[config.mk]
export PLATFORM = sky130hd
export DESIGN_NAME = xorshift_word_gen
export DESIGN_NICKNAME = d
export VERILOG_FILES = /design/src/rtl/xsw_pkg.sv /design/src/rtl/xsw_datapath.sv /design/src/rtl/xsw_control.sv /design/src/rtl/xorshift_word_gen.sv
export SDC_FILE = /design/constraint.sdc
export NUM_CORES = 1
export LEC_CHECK = 0
export BUFFER_PORTS_ARGS = -buffer_cell sky130_fd_sc_hd__buf_4
export CAP_MARGIN = 10
export CORE_MARGIN = 2
export CORE_UTILIZATION = 63
export DETAILED_ROUTE_END_ITERATION = 6
export PLACE_DENSITY = 0.86
export RECOVER_POWER = 100
export SLEW_MARGIN = 25
export SYNTH_ARGS = -nofsm -noshare
export SYNTH_HDL_FRONTEND = slang
export SYNTH_SLANG_ARGS = --single-unit
[constraint.sdc]
create_clock -name clk -period 6.1 [get_ports clk]
set_input_delay 1.22 -clock clk [delete_from_list [all_inputs] [get_ports clk]]
set_output_delay 1.22 -clock clk [all_outputs]
set_load 0.01 [all_outputs]
[src/rtl/xsw_pkg.sv]
package xsw_pkg;
  // Strobes passed from the sequencing control to the datapath
  typedef struct packed {
    logic loadSeed;  // restart from the fixed seed
    logic step;      // apply one state update and gather one bit
    logic finish;    // this step completes a word
  } xswStrobes_t;
endpackage

[src/rtl/xsw_datapath.sv]
module xsw_datapath
  import xsw_pkg::*;
#(
  parameter int WORD_W = 32,
  parameter int SHIFT_A = 13,
  parameter int SHIFT_B = 17,
  parameter int SHIFT_C = 5,
  parameter logic [WORD_W-1:0] SEED = 1
) (
  input  logic              clk,
  input  logic              rst,
  input  xswStrobes_t       strobes,
  output logic [WORD_W-1:0] wordOut
);
  logic [WORD_W-1:0] stateReg;
  logic [WORD_W-1:0] gatherReg;
  logic [WORD_W-1:0] stateNext;
  logic [WORD_W-1:0] wordNext;

  function automatic logic [WORD_W-1:0] xsUpdate(input logic [WORD_W-1:0] s);
    logic [WORD_W-1:0] t;
    t = s ^ (s << SHIFT_A);
    t = t ^ (t >> SHIFT_B);
    t = t ^ (t << SHIFT_C);
    return t;
  endfunction

  always_comb begin
    stateNext = xsUpdate(stateReg);
    // New bit enters at the top; after WORD_W shifts the first bit sits at bit 0
    wordNext  = {stateNext[0], gatherReg[WORD_W-1:1]};
  end

  always_ff @(posedge clk) begin
    if (rst) begin
      stateReg  <= SEED;
      gatherReg <= '0;
      wordOut   <= '0;
    end else if (strobes.loadSeed) begin
      stateReg  <= SEED;
      gatherReg <= '0;
    end else if (strobes.step) begin
      gatherReg <= wordNext;
      if (strobes.finish) begin
        wordOut  <= wordNext;
        stateReg <= wordNext;  // finished word seeds the next one
      end else begin
        stateReg <= stateNext;
      end
    end
  end

  assert_seed_load_R3: assert property (@(posedge clk) disable iff (rst)
    strobes.loadSeed |=> stateReg == SEED);
  assert_word_chain_R4: assert property (@(posedge clk) disable iff (rst)
    (strobes.step && strobes.finish) |=> stateReg == wordOut);
  assert_step_order_R1: assert property (@(posedge clk) disable iff (rst)
    (strobes.step && !strobes.finish && !strobes.loadSeed) |=>
      stateReg == xsUpdate($past(stateReg)));
endmodule

[src/rtl/xsw_control.sv]
module xsw_control
  import xsw_pkg::*;
#(
  parameter int WORD_W = 32,
  parameter int IDX_W  = 16
) (
  input  logic             clk,
  input  logic             rst,
  input  logic             startIn,
  input  logic [IDX_W-1:0] wordLimit,
  output xswStrobes_t      strobes,
  output logic             wordValid,
  output logic [IDX_W-1:0] wordIdx,
  output logic             seqDone
);
  localparam int CNT_W = $clog2(WORD_W);
  localparam logic [CNT_W-1:0] LAST_STEP = CNT_W'(WORD_W - 1);

  logic             running;
  logic [CNT_W-1:0] stepCnt;
  logic [IDX_W-1:0] wordCnt;
  logic [IDX_W-1:0] wordCntNext;
  logic [IDX_W-1:0] limitReg;
  logic             accept;

  always_comb begin
    accept           = startIn && !running;
    wordCntNext      = wordCnt + 1'b1;
    strobes.loadSeed = accept;
    strobes.step     = running;
    strobes.finish   = running && (stepCnt == LAST_STEP);
  end

  always_ff @(posedge clk) begin
    if (rst) begin
      running   <= 1'b0;
      stepCnt   <= '0;
      wordCnt   <= '0;
      limitReg  <= '0;
      wordValid <= 1'b0;
      wordIdx   <= '0;
      seqDone   <= 1'b0;
    end else begin
      wordValid <= 1'b0;
      if (accept) begin
        limitReg <= wordLimit;
        stepCnt  <= '0;
        wordCnt  <= '0;
        wordIdx  <= '0;
        if (wordLimit == '0) begin
          seqDone <= 1'b1;
          running <= 1'b0;
        end else begin
          seqDone <= 1'b0;
          running <= 1'b1;
        end
      end else if (running) begin
        stepCnt <= stepCnt + 1'b1;
        if (stepCnt == LAST_STEP) begin
          wordValid <= 1'b1;
          wordIdx   <= wordCnt;
          wordCnt   <= wordCntNext;
          if (wordCntNext == limitReg) begin
            running <= 1'b0;
            seqDone <= 1'b1;
          end
        end
      end
    end
  end

  assert_valid_pulse_R5: assert property (@(posedge clk) disable iff (rst)
    wordValid |=> !wordValid);
  assert_quiet_after_done_R7: assert property (@(posedge clk) disable iff (rst)
    (seqDone && !startIn) |=> !wordValid && seqDone);
  assert_idx_in_range_R6: assert property (@(posedge clk) disable iff (rst)
    wordValid |-> wordIdx < limitReg);
  assert_start_ignored_R8: assert property (@(posedge clk) disable iff (rst)
    (running && startIn) |=> $stable(limitReg));
  assert_zero_limit_R10: assert property (@(posedge clk) disable iff (rst)
    (accept && wordLimit == '0) |=> seqDone && !running);
endmodule

[src/rtl/xorshift_word_gen.sv]
module xorshift_word_gen
  import xsw_pkg::*;
#(
  parameter int WORD_W = 32,
  parameter int IDX_W  = 16
) (
  input  logic              clk,
  input  logic              rst,
  input  logic              startIn,
  input  logic [IDX_W-1:0]  wordLimit,
  output logic [WORD_W-1:0] wordOut,
  output logic              wordValid,
  output logic [IDX_W-1:0]  wordIdx,
  output logic              seqDone
);
  xswStrobes_t strobes;

  xsw_control #(.WORD_W(WORD_W), .IDX_W(IDX_W)) control_i (
    .clk(clk), .rst(rst), .startIn(startIn), .wordLimit(wordLimit),
    .strobes(strobes), .wordValid(wordValid), .wordIdx(wordIdx),
    .seqDone(seqDone)
  );

  xsw_datapath #(.WORD_W(WORD_W)) datapath_i (
    .clk(clk), .rst(rst), .strobes(strobes), .wordOut(wordOut)
  );
endmodule

; ---- Yosys cells after proc, flatten, opt, wreduce, memory -nomap -nowiden
; Index checks and enable logic that the tools add are counted.
[op_classes]
mux = 12
reduce_logical = 12
eq_ne = 2
bitwise_logic = 5
n_addsub = 2
[ops]
columns = op, count
row1 = 32-bit XOR, 2
row2 = 32-bit two-way mux, 1
row3 = 32-bit by 15-bit XOR with 32-bit output, 1
row4 = "16-bit by 1-bit adder with 16-bit output, second input constant", 1
row5 = 16-bit equality test, 1
row6 = 16-bit zero test, 1
row7 = 1-bit two-way mux, 11
row8 = 3-bit AND reduction, 2
row9 = 2-bit nonzero test, 3
row10 = "5-bit by 1-bit adder with 5-bit output, second input constant", 1
row11 = "5-bit equality test, second input constant", 1
row12 = 3-bit OR reduction, 1
row13 = 1-bit logical AND, 2
row14 = 1-bit NOT, 2
row15 = 2-bit AND reduction, 1
row16 = 2-bit OR reduction, 1
row17 = 1-bit zero test, 1
[totals]
word_cells = 43
output_inout_bits = 50
ff_bits = 152

; ---- Longest topological paths before layout
[depth]
word_depth = 6
depth_mapped = 10
mapped_depth_nobuf = 8

; ---- By module
; Synthesis repeated with hierarchy kept, for this count alone.
[hier_totals]
hier_cells = 816
area_unflattened_um2 = 7131.8
[by_module_without_submodules]
columns = module, instances, cells_per_inst, area_each_um2
row1 = xsw_datapath, 1, 487, 4418.0
row2 = xsw_control, 1, 329, 2713.9

; ---- Worst setup path before layout
; OpenSTA, ideal clock, no wires.
[synth_timing]
kind = input-to-reg
startpoint = input port startIn
endpoint = register datapath_i.stateReg[31]
setup_ns = 0.157
cell_stages = 6
t_required_ns = 5.943
path_slack_ns = 3.654
arrival_ns = 2.289
path_buffers = 3
cell_sequence = nor2b_1 -> clkbuf_1 -> or2_2 -> clkbuf_1 -> clkbuf_1 -> a221oi_1
[synth_via]
elab_chain_len = 2
[synth_rtl]
columns = item, line
row1 = from (decl), xorshift_word_gen.sv:9  ; input logic startIn,
row2 = 1-bit logical AND, xsw_control.sv:27  ; accept = startIn && !running;
row3 = 2-bit OR reduction (no line), n/a
row4 = to (signal assigned), xsw_datapath.sv:46  ; stateReg <= wordNext;
row5 = to (signal assigned), xsw_datapath.sv:48  ; stateReg <= stateNext;
row6 = to (decl), xsw_datapath.sv:15  ; logic [WORD_W-1:0] stateReg;
; No other way between the ends.
; A chain may end at the register's enable or synchronous reset.

; ---- Worst setup path after layout
[layout_timing]
startpoint = register control_i.stepCnt[0]
endpoint = register control_i.seqDone
[layout_via]
elab_chain_len = 3
[layout_rtl]
columns = item, line
row1 = from (decl), xsw_control.sv:20  ; logic [CNT_W-1:0] stepCnt;
row2 = from (signal assigned), xsw_control.sv:58  ; stepCnt <= stepCnt + 1'b1;
row3 = 5-bit equality test, xsw_control.sv:59  ; if (stepCnt == LAST_STEP) begin
row4 = 2-bit nonzero test (no line), n/a
row5 = 3-bit AND reduction (no line), n/a
row6 = to (signal assigned), xsw_control.sv:51  ; seqDone <= 1'b1;
row7 = to (signal assigned), xsw_control.sv:54  ; seqDone <= 1'b0;
row8 = to (signal assigned), xsw_control.sv:65  ; seqDone <= 1'b1;
row9 = to (decl), xsw_control.sv:14  ; output logic seqDone
; No other way between the ends.

==> results.py <==
metrics = {
    "status": {
        "violations": "max-capacitance violations, max-slew violations",
        "outcome": "finished with violations",
    },
    "sta": {
        "tightest_slew_ps": 2321,
        "period_minus_slack_ps": 3931,
        "slew_headroom_pct": -54.72,
        "whs_ps": 452.3,
        "rsz0062_at_grt": "false",
        "finClkSkew_ps": 8.490,
        "setup-violations-final": 0,
        "finalSetupTns_ps": 0,
        "slew_violations": 83,
        "period_share_pct": 64.45,
        "hold_viol_final": 0,
        "fmax_ghz": 0.2544,
    },
    "floorplanning": {
        "io_pins": 69,
        "die_y_um": 108.6,
        "die_x_um": 108.6,
        "num_rows": 38,
        "core-area_um2": 10750,
        "die_area_um2": 11790,
        "start_util_pct": 64.15,
    },
    "clock_tree": {
        "clock_latency_ps": 530,
        "htree_levels": 4,
        "cts_buffers": 17,
        "cts_sinks": 151,
        "post_cts_resized": 0,
        "clk_pin_slew_ps": 60,
        "post_cts_buffers": 0,
        "hold_buffers": 0,
        "cts_root_buf": "clkbuf_8",
        "clock_path_buffers": 2,
        "cts_tree": "done",
    },
    "global_routing": {
        "grt_pass1_vias": 5604,
        "grt_first_pass_wirelength_um": 26190,
        "grt_antenna_before_repair": 0,
        "grt.total_usage_pct": 28.32,
        "gr-total-overflow": 0,
        "grt_max_degree": 83,
    },
    "routing": {
        "vias_per_cell": 5.799,
        "drt_wl_total_um": 16350,
        "wire_per_inst_um": 16.35,
        "drt_iter0_drc": 416,
        "drc": 0,
        "firstDrtPassIters": 5,
        "num_vias": 5799,
        "ant_nets": 0,
    },
    "yosys": {
        "synthFlopType": "dfxtp_1",
        "synth.avg_cell_area_um2": 8.478,
        "synth.distinct_cells": 53,
        "synth_cells": 813,
        "synth_area_um2": 6893,
        "synthArstFlopShare_pct": 0,
        "yosys_register_bits": 151,
        "synth.net_count": 835,
        "ys_warn_count": 0,
        "seq_area_frac_synth_pct": 43.86,
        "synth_edf_count": 0,
    },
    "setup_path": {
        "r2r-start": "control_i.stepCnt[0]",
        "cp.arrival_ps": 4350,
        "crit_path_start_kind": "register",
        "worstPathMaxFanout": 74,
        "crit_type": "register to register",
        "r2r-end": "control_i.seqDone",
        "end_kind": "register",
        "crit_required_ps": 6520,
        "r2r_cells": 9,
        "r2r_setup_slack_ps": 2170,
    },
    "flow_run": {
        "max_cap_violations": 2,
    },
    "cells_and_area": {
        "drive_gt1_share_pct": 7.558,
        "diodes": 0,
        "final_util_pct": 72.75,
        "syn_to_final_growth_pct": 13.41,
        "layout.nets": 871,
    },
    "pwr": {
        "clockPowerShare_pct": 47.1,
        "comb_power_share_pct": 8.6,
        "p_sw_mw": 0.5213,
        "ir_worst_vdd_mv": 0.1967,
        "power_mw": 2.315,
        "swShare_pct": 22.52,
        "p_leak_nw": 2.795,
        "power_density_nw_per_um2": 296.2,
        "p_seq_share_pct": 44.3,
        "intPower_mw": 1.794,
    },
    "placed_design": {
        "numPortBuffers": 68,
        "dpl.hpwl_um": 10740,
        "place_congestion": 0.9723,
    },
    "worst_hold_path": {
        "hold_end": "control_i.wordIdx[5]",
        "worstHoldStart": "control_i.wordIdx[5]",
        "hold_path.class": "register to register",
        "whs_path_depth": 2,
    },
}
==> sequential cells by signal, indices dropped and copies added (netlist names) <==
| register | flops |
|---|---|
| control_i.stepCnt | 5 |
| control_i.limitReg | 16 |
| control_i.running | 1 |
| control_i.wordValid | 1 |
| datapath_i.gatherReg | 31 |
| datapath_i.wordOut | 32 |
| control_i.wordIdx | 16 |
| datapath_i.stateReg | 32 |
| control_i.seqDone | 1 |
| control_i.wordCnt | 16 |
==> cell type report <==
class,instances,area (um2)
clock buffers,21,469.2
clock inverters,9,147.6
fillers,805,2928
inverters,7,26.28
multi-input cells,596,3572
flip-flops and latches,151,3023
well taps,140,175.2
repair buffers,76,404.1
==> critical path: stages (launching register included) <==
cell and delay, ps:
dfxtp_1 330, ha_1 230, and3_1 190, ha_1 190
buf_4 340, nand2_1 190, clkbuf_1 1680, nor2_1 160
and4_1 330, a21o_1 170
==> metal layers <==
| metal | GRT usage [%] | up-vias | share of wire, % |
|---|---|---|---|
| li1 | - | 2791 | - |
| met5 | 0 | - | 0 |
| met1 | 32.63 | 2747 | 41 |
| met4 | 13.46 | 0 | 3.6 |
| met2 | 49.15 | 207 | 50 |
| met3 | 6.932 | 54 | 5.3 |
==> worst max path at each step <==
| stage | startpoint | endpoint | slack, ps | cells past startpoint |
|---|---|---|---|---|
| global route | control_i.running | datapath_i.stateReg[25] | 1850 | 6 |
| CTS | control_i.running | control_i.running | 2940 | 6 |
| finish | control_i.stepCnt[0] | control_i.seqDone | 2170 | 9 |
| floorplan | startIn | datapath_i.stateReg[31] | 3650 | 6 |
| global placement | rst | datapath_i.stateReg[31] | 2820 | 4 |
| detailed placement | control_i.running | control_i.running | 2940 | 6 |
==> synth_stat cells (all sizes together) (2+ instances only) <==
cell type  instances  area [um2]
and4               3       26.28
a2bb2oi           10       87.58
a21oi             73       365.4
o211ai             6       45.04
mux2i             46       460.4
nand2            156       585.6
nor2b              3       18.77
a22oi             10       75.07
clkbuf            53       230.2
dfxtp            151        3023
a22o               2       17.52
nor4b              3       32.53
or3                2       12.51
o211a              2       20.02
buf                6       35.03
xnor2             58       508.0
o21ai             26       130.1
mux2               5       56.30
xor2              36       315.3
a311oi             2       17.52
nand2b             3       18.77
nand4              4       31.28
ha                 3       37.54
inv                7       26.28
nor2              96       360.4
o31ai              2       15.01
nor4              10       83.83
nor3               8       40.04
and3               3       20.02
nand3             13       95.09
==> power by group through the flow <==
stage / Sequential [mW] / Clock, mW / Combinational [mW]
finish: 1.03 / 1.09 / 0.198
global route: 1.03 / 1.14 / 0.216
CTS: 1.04 / 1.10 / 0.184
detailed placement: 1.06 / 0 / 0.181
global placement: 1.06 / 0 / 0.170
floorplan: 1.03 / 0 / 0.157
==> placed cells by master, fill, tap and decap left out, types with 3 or more instances in the layout <==
cell,netlist,routed
a21oi_1,73,73
a22oi_1,10,10
a2bb2oi_1,10,10
and4_1,3,3
buf_4,1,21
bufinv_16,0,4
clkbuf_1,49,53
clkbuf_16,0,16
clkbuf_8,3,5
clkinv_2,0,4
dfxtp_1,151,151
ha_1,3,3
inv_1,7,7
mux2_2,5,5
mux2i_1,46,46
nand2_1,156,156
nand2b_1,3,3
nand3_1,10,10
nand4_1,3,3
nor2_1,96,96
nor2b_1,3,3
nor3_1,8,8
nor4_1,8,8
nor4b_1,2,3
o211ai_1,6,6
o21ai_0,26,26
xnor2_1,58,58
xor2_1,36,36
==> logic make-up (layout without fill, tap and decap cells) <==
kind of cell    count (synthesis)  count (layout)  share of synthesized area, %
simple gates                  308             308                         19.68
buf+inv                        66             113                         4.229
mux                            51              51                         7.497
flops                         151             151                         43.86
compound gates                139             139                         11.93
xor+xnor                       95              95                         12.27
fa+ha+maj                       3               3                        0.5446
==> metrics by stage <==
stage | worst slack, ps | instance area, um2 | instances
global route | 1849 | 7818 | 1000
floorplan | 3654 | 6893 | 813
finish | 2169 | 7818 | 1000
global placement | 2819 | 7367 | 968
detailed placement | 2942 | 7387 | 969
CTS | 2943 | 8004 | 999
Power figures use the tool's default switching activity.
